==> src/rtl/trn_pkg.sv <==
package trn_pkg;
  typedef enum logic [1:0] {
    ES_8   = 2'b00,
    ES_16  = 2'b01,
    ES_32  = 2'b10,
    ES_RSV = 2'b11
  } esize_t;

  localparam int INSN_W = 32;
  localparam logic [8:0] OPC_HI_A = 9'b111100111;
  localparam logic [8:0] OPC_HI_B = 9'b111111111;
endpackage

==> src/rtl/trn_decode.sv <==
module trn_decode
  import trn_pkg::*;
(
  input  logic [INSN_W-1:0] insn,
  output esize_t            size,
  output logic              wide,
  output logic              undef,
  output logic              alias_hit
);
  logic [4:0] rd_num, rm_num;
  logic       form_ok, fixed_ok;

  always_comb begin
    size     = esize_t'(insn[19:18]);
    wide     = insn[6];
    rd_num   = {insn[22], insn[15:12]};
    rm_num   = {insn[5], insn[3:0]};
    form_ok  = (insn[31:23] == OPC_HI_A) || (insn[31:23] == OPC_HI_B);
    fixed_ok = form_ok && (insn[21:20] == 2'b11) && (insn[17:16] == 2'b10)
               && (insn[11:7] == 5'b00001) && !insn[4];
    undef    = !fixed_ok || (size == ES_RSV) || (wide && (rd_num[0] || rm_num[0]));
    alias_hit = !undef && (rd_num == rm_num);
  end
endmodule

==> src/rtl/trn_lane.sv <==
module trn_lane
  import trn_pkg::*;
#(
  parameter int LANE_W = 64
) (
  input  esize_t            size,
  input  logic [LANE_W-1:0] a,
  input  logic [LANE_W-1:0] b,
  output logic [LANE_W-1:0] ra,
  output logic [LANE_W-1:0] rb
);
  for (genvar sz = 0; sz < 3; sz++) begin : g_sz
    localparam int ES = 8 << sz;
    localparam int NP = LANE_W / (2 * ES);
    logic [LANE_W-1:0] pa, pb;
    for (genvar e = 0; e < NP; e++) begin : g_pair
      assign pa[2*e*ES +: ES]     = a[2*e*ES +: ES];
      assign pa[(2*e+1)*ES +: ES] = b[2*e*ES +: ES];
      assign pb[2*e*ES +: ES]     = a[(2*e+1)*ES +: ES];
      assign pb[(2*e+1)*ES +: ES] = b[(2*e+1)*ES +: ES];
    end
  end

  always_comb begin
    unique case (size)
      ES_8:    begin ra = g_sz[0].pa; rb = g_sz[0].pb; end
      ES_16:   begin ra = g_sz[1].pa; rb = g_sz[1].pb; end
      ES_32:   begin ra = g_sz[2].pa; rb = g_sz[2].pb; end
      default: begin ra = a;          rb = b;          end
    endcase
  end


  always_comb begin
    lo_keep_chk: assert (ra[7:0] == a[7:0]);
  end


  always_comb begin
    hi_keep_chk: assert (rb[LANE_W-1 -: 8] == b[LANE_W-1 -: 8]);
  end
endmodule

==> src/rtl/trn_unit.sv <==
module trn_unit
  import trn_pkg::*;
#(
  parameter int VEC_W  = 128,
  parameter int HALF_W = 64
) (
  input  logic             clk,
  input  logic             rst,
  input  logic             in_valid,
  input  logic [31:0]      insn,
  input  logic [VEC_W-1:0] op_a,
  input  logic [VEC_W-1:0] op_b,
  output logic             out_valid,
  output logic [VEC_W-1:0] res_a,
  output logic [VEC_W-1:0] res_b,
  output logic             undef_o,
  output logic             alias_o
);
  localparam int NH = VEC_W / HALF_W;

  esize_t           dec_size;
  logic             dec_wide, dec_undef, dec_alias;
  logic [VEC_W-1:0] lane_a, lane_b, nxt_a, nxt_b;

  trn_decode u_dec (
    .insn      (insn),
    .size      (dec_size),
    .wide      (dec_wide),
    .undef     (dec_undef),
    .alias_hit (dec_alias)
  );

  for (genvar h = 0; h < NH; h++) begin : g_half
    trn_lane #(.LANE_W(HALF_W)) u_lane (
      .size (dec_size),
      .a    (op_a[h*HALF_W +: HALF_W]),
      .b    (op_b[h*HALF_W +: HALF_W]),
      .ra   (lane_a[h*HALF_W +: HALF_W]),
      .rb   (lane_b[h*HALF_W +: HALF_W])
    );
  end

  always_comb begin
    if (dec_undef || dec_alias) begin
      nxt_a = op_a;
      nxt_b = op_b;
    end else if (dec_wide) begin
      nxt_a = lane_a;
      nxt_b = lane_b;
    end else begin
      nxt_a = op_a;
      nxt_b = op_b;
      nxt_a[HALF_W-1:0] = lane_a[HALF_W-1:0];
      nxt_b[HALF_W-1:0] = lane_b[HALF_W-1:0];
    end
  end

  always_ff @(posedge clk) begin
    if (rst) out_valid <= 1'b0;
    else     out_valid <= in_valid;
  end

  always_ff @(posedge clk) begin
    if (in_valid) begin
      res_a   <= nxt_a;
      res_b   <= nxt_b;
      undef_o <= dec_undef;
      alias_o <= dec_alias;
    end
  end


  valid_lat_chk: assert property (@(posedge clk) disable iff (rst)
    in_valid |=> out_valid);


  valid_idle_chk: assert property (@(posedge clk) disable iff (rst)
    !in_valid |=> !out_valid);


  undef_hold_chk: assert property (@(posedge clk) disable iff (rst)
    (in_valid && dec_undef) |=> (undef_o && !alias_o &&
      res_a == $past(op_a) && res_b == $past(op_b)));


  narrow_upper_chk: assert property (@(posedge clk) disable iff (rst)
    (in_valid && !dec_wide) |=>
      (res_a[VEC_W-1:HALF_W] == $past(op_a[VEC_W-1:HALF_W]) &&
       res_b[VEC_W-1:HALF_W] == $past(op_b[VEC_W-1:HALF_W])));


  flag_excl_chk: assert property (@(posedge clk) disable iff (rst)
    out_valid |-> !(undef_o && alias_o));
endmodule

==> config.mk <==
export PLATFORM = sky130hd
export DESIGN_NAME = trn_unit
export DESIGN_NICKNAME = d
export VERILOG_FILES = /design/src/rtl/trn_pkg.sv /design/src/rtl/trn_decode.sv /design/src/rtl/trn_lane.sv /design/src/rtl/trn_unit.sv
export SDC_FILE = /design/constraint.sdc
export NUM_CORES = 1
export LEC_CHECK = 0
export CORE_AREA = 4 4 214 216
export DETAILED_ROUTE_END_ITERATION = 12
export DIE_AREA = 0 0 218 220
export GPL_ROUTABILITY_DRIVEN = 1
export PLACE_DENSITY = 0.6
export SYNTH_ARGS = -nofsm -noshare
export SYNTH_HDL_FRONTEND = slang
export SYNTH_SLANG_ARGS = --single-unit
export TNS_END_PERCENT = 30
==> constraint.sdc <==
create_clock -name clk -period 5.2 [get_ports clk]
set_clock_uncertainty 0.2 [all_clocks]
set_input_delay 0.52 -clock clk [delete_from_list [all_inputs] [get_ports clk]]
set_output_delay 0.52 -clock clk [all_outputs]
set_load 0.005 [all_outputs]
==> impl_metrics.yaml, run 1 <==
run_status:
  status: "complete, no violations"
synthesis:
  yosysWarnings: 0
  yosys-top-cells-count: "edfxtp_1 (258), mux2_2 (191), o21ai_0 (112), nand2_1 (50), mux2i_1 (48)"
  synth.area.mux_share_pct: 23.74
  synthCells: 976
  seq_area_frac_synth_pct: 57.26
  synth_top_family_by_area: "multiplexers"
  syn_nets: 1268
  synth_cell_types: 51
  synth_largest_area_cell: "edfxtp_1"
  syn-cell-area_um2: 13570
  yosys_register_bits: 259
  synth_xor_area_share_pct: 0.1937
  ys_top_cells_by_area: "edfxtp_1 (57%), mux2_2 (16%), o21ai_0 (4.1%)"
  synth.avg_cell_area_um2: 13.90
  yosys.area_share.simple_pct: 8.301
  synth_most_common_cell: "edfxtp_1"
  ys_async_sr_fraction_pct: 0
  synth_edf_count: 258
  synthAdderAreaFrac_pct: 0.09223
  synth_compound_area_share_pct: 6.779
  synth_top_area_share_pct: 57.11
  synth_flop_cell: "edfxtp_1"
layout:
  areaGrowthSynthToFinish_pct: 52.60
  fin_nets: 1804
  drive_above_1_share_pct: 19.91
global_routing:
  grt_pass1_wl_um: 72550
  grt_max_degree: 96
  grt_pass1_vias: 10790
  grt_use_total_pct: 20.11
  antenna_found_initial: 5
  overflow: 0
critical_path:
  crit_slowest_cell: "nor3_4"
  cp_slowest_stage_delay_ps: 910
  critPathCaptureType: "flop"
  crit_family: "simple AND/OR/NAND/NOR gates"
  required_ps: 5270
  cp-start-kind: "input pin"
  critPathBufInv: 3
  worstSetupPathType: "input pin to flop"
  arrival_ps: 3500
  crit_fanout: 34
  path_cells: "clkdlybuf4s50_1 -> inv_1 -> ha_1 -> a2111oi_1 -> and4_2 -> buf_4 -> nor3_4 -> mux2_2"
sta:
  relSlewSlack_pct: 28.92
  fin_crit_ps: 3435
  max_freq_mhz: 291.1
  min_period_over_period_pct: 66.06
  slew_viol_final: 0
  setup_viol: 0
  worst_slack_ps: 1765
  setup_tns_ps: 0
  rsz0062_at_grt: "no"
  hold_viol: 0
  max_slew.worst_pin.slew_ps: 1063
drt:
  drt-initial-drc-count: 737
  firstDrtPassIters: 5
  vias: 10560
  route.detailed.drc: 0
  antenna_left: 0
  wl_per_cell_um: 23.80
  routed_wl_um: 50680
  via_per_inst: 4.957
power_and_ir_drop:
  pwr-share-clk_pct: 39.5
  p_comb_share_pct: 17.2
  sw_frac_of_total_pct: 23.03
  intPower_mw: 4.504
  p_seq_share_pct: 43.3
  vdd_drop_max_mv: 0.1600
  p_leak_nw: 7.355
  p_sw_mw: 1.347
  power_density_nw_per_um2: 282.7
die:
  die_area_um2: 47960
  num_rows: 77
  dieWidth_um: 218
  die_h_um: 220
  initial_core_util_pct: 30.88
  io_pins: 550
  core_area_um2: 43930
placement:
  gp_congestion: 0.8199
  io_buffers: 549
  dp_worst_setup_slack_ps: 1170
  hpwl_um: 36910
clocking:
  tritoncts: "done"
  root_buffer: "clkbuf_16"
  clock_sinks: 259
  post_cts_buffers: 0
  cts.htree.levels: 2
  clkTransAtPathRegs_ps: 50
  postCtsHoldBufs: 0
  cts.path.max_buffers: 3
  cts_buffers: 34
  cts.repair.resized: 0
run:
  drv_cap: 0
hold_path:
  min_path_type: "input pin to flop"
==> layout by cell type, fill, tap and decap left out, types with 3 or more instances in the layout <==
master / instances
buf_4: 19
clkinv_2: 3
bufinv_16: 3
or3_1: 3
mux2_2: 191
nor3b_1: 16
mux2_1: 7
inv_1: 36
a31oi_1: 16
clkinv_1: 5
clkbuf_16: 35
mux2_4: 10
o221ai_1: 16
edfxtp_1: 258
clkbuf_1: 11
clkdlybuf4s50_1: 545
nand3_1: 17
nand2_1: 50
mux4_2: 16
mux2i_1: 48
nand4_1: 4
nand2b_1: 18
nor3_4: 3
nor2_1: 18
o21ai_0: 112
nor2b_1: 20
o22ai_1: 16
nor4_4: 5
==> power groups by stage <==
stage          combinational (mW)  clock [mW]  sequential [mW]
2_1_floorplan               0.259           0             2.59
3_3_place_gp                 1.01           0             2.57
3_5_place_dp                 1.01           0             2.58
4_1_cts                      1.02        2.39             2.54
5_1_grt                      1.08        2.48             2.55
6_report                     1.01        2.31             2.53
==> registers in the layout, indices dropped and copies added, names as in the netlist <==
register	flops
res_a	128
res_b	128
alias_o	1
out_valid	1
undef_o	1
==> layout make-up <==
type | instances | area, µm²
Fill cell | 4022 | 23230
Sequential cell | 259 | 7767
Timing Repair Buffer | 569 | 5660
Multi-Input combinational cell | 612 | 5309
Clock buffer | 48 | 944.7
Tap cell | 592 | 740.7
Clock inverter | 13 | 141.4
Inverter | 36 | 135.1
Antenna cell | 1 | 2.502
==> path summary, 6_finish.rpt <==
check / from / to / slack [ps] / cells past startpoint
worst max-delay path: insn[12] / res_b[40] / 1760 / 8
worst min-delay path: rst / out_valid / 330 / 2
==> through the flow <==
stage	utilization (%)	area [µm²]	hold WS, ps	std cells	total power, mW
finish	47.12	20700	327.0	2130	5.851
global route	47.12	20700	306.1	2130	6.099
CTS	47.11	20700	289.2	2129	5.949
detailed placement	44.64	19610	856.1	2068	3.589
global placement	44.64	19610	851.2	2068	3.581
floorplan	-	13570	391.6	976	2.848
==> cell families after synthesis <==
kind of cell               count (synthesis)
and+or+nand+nor                          174
buffers and inverters                    105
DFF                                      259
AOI/OAI and AO/OA                        162
xor gates and xnor gates                   3
muxes                                    272
adders and majority gates                  1
==> routing by layer <==
layer	up-vias	routed length [µm]	global-route usage (%)	part of all wire, %
li1	4860	-	-	-
met2	457	24610	33.64	49
met5	-	47	0	0.093
met1	5146	19970	24.47	39
met3	88	4475	6.922	8.8
met4	8	1583	6.488	3.1
No activity file was read; power rests on OpenSTA's default activity.
==> run 2, diff against run 1 <==
CORE_AREA = 4 4 213 215   (was 4 4 214 216)
DIE_AREA = 0 0 217 219   (was 0 0 218 220)
PLACE_DENSITY = 0.62   (was 0.6)
clock period = 3 ns   (was 5.2 ns; I/O delays follow)
==> impl_metrics.yaml, run 2 (synthesis gave the netlist of run 1 again) <==
drt:
  route.detailed.drc: 0
  vias: 10820
  antenna_left: 0
  drt-initial-drc-count: 806
  wl_per_cell_um: 23.67
  routed_wl_um: 51010
  via_per_inst: 5.020
  firstDrtPassIters: 6
critical_path:
  critPathCaptureType: "flop"
  worstSetupPathType: "input pin to flop"
  arrival_ps: 2940
  cp-start-kind: "input pin"
  required_ps: 3110
  crit_fanout: 16
die:
  dieWidth_um: 217
  die_area_um2: 47520
  core_area_um2: 43740
  initial_core_util_pct: 31.01
  die_h_um: 219
  io_pins: 550
  num_rows: 77
layout:
  final_cell_mix: "clkdlybuf4s50_1 (545), edfxtp_1 (258), mux2_2 (191)"
  final_common_cell: "clkdlybuf4s50_1"
  fin_nets: 1827
  largestRegisters: "res_a x128, res_b x128"
  drive_above_1_share_pct: 21.49
  areaGrowthSynthToFinish_pct: 55.37
  fin_util_pct: 48.19
run_status:
  status: "complete, no violations"
global_routing:
  grt_pass1_vias: 10770
  grt_max_degree: 96
  antenna_found_initial: 10
  overflow: 0
  grt_pass1_wl_um: 72560
  grt_use_total_pct: 20.12
placement:
  gp_congestion: 0.8682
  dp_worst_setup_slack_ps: -490.0
  io_buffers: 549
  hpwl_um: 37790
sta:
  worst_slack_ps: 171.2
  setup_tns_ps: 0
  hold_viol: 0
  setup_viol: 0
  max_freq_mhz: 353.5
  rsz0062_at_grt: "no"
  relSlewSlack_pct: 31.87
  max_slew.worst_pin.slew_ps: 1022
  fin_crit_ps: 2829
  min_period_over_period_pct: 94.29
  hold_ws_ps: 42.64
  slew_viol_final: 0
clocking:
  root_buffer: "clkbuf_16"
  cts_buffers: 30
  cts.repair.resized: 0
  clock_sinks: 259
  tritoncts: "done"
  clkTransAtPathRegs_ps: 60
  post_cts_buffers: 0
  postCtsHoldBufs: 0
  cts.htree.levels: 1
  cts.path.max_buffers: 3
hold_path:
  min_path_type: "input pin to flop"
power_and_ir_drop:
  power_density_nw_per_um2: 480.5
  vdd_drop_max_mv: 0.3699
  p_leak_nw: 7.534
run:
  drv_cap: 0
## run 2: cell types whose count changed in the layout (fill, tap and decap cells not counted)
| cell | before | now |
|---|---|---|
| clkbuf_8 | 2 | 5 |
| clkinvlp_4 | 0 | 2 |
| clkinv_2 | 3 | 4 |
| clkbuf_16 | 35 | 31 |
| inv_6 | 2 | 0 |
| clkbuf_1 | 11 | 5 |
| diode_2 | 1 | 4 |
| bufinv_16 | 3 | 5 |
| clkinv_1 | 5 | 4 |
| buf_12 | 1 | 16 |
| buf_4 | 19 | 31 |
## run 2: final timing paths
| kind | from | to | slack [ps] | depth (start not counted) |
|---|---|---|---|---|
| max | insn[10] | res_b[46] | 170 | 6 |
| min | insn[18] | res_a[127] | 40 | 3 |
## run 2: through the flow
stage                     area (µm²)  std cells  power [mW]
final                          21080       2155       10.13
after global routing           21070       2153       10.50
after CTS                      21070       2151       10.25
after detailed placement       20000       2095       6.249
after global placement         20000       2095       6.237
after floorplan                13570        976       4.936
## run 2: critical path: stages
cell	delay, ps
clkdlybuf4s50_1	430
nor4b_2	310
nand4b_2	270
or3_1	450
nor3_4	740
mux2_2	410
## run 2: where the power goes
part	internal [mW]	switching, mW
combinational	1.08	0.706
clock	2.43	1.53
sequential	4.30	0.0847
## run 2: cell type report
class,count,area (µm²)
flip-flops and latches,259,7767
clock buffers,41,863.3
diodes,4,10.01
multi-input cells,612,5309
inverters,36,135.1
repair buffers,596,6051
well taps,592,740.7
clock inverters,15,200.2
fillers,3970,22660
## run 2: per-layer routing
metal,global-route usage [%],part of all wire [%],vias to the layer above
li1,-,-,4900
met1,24.23,39,5347
met2,35.15,50,482
met3,6.120,8.8,75
met4,5.406,2.5,14
met5,0,0.18,-
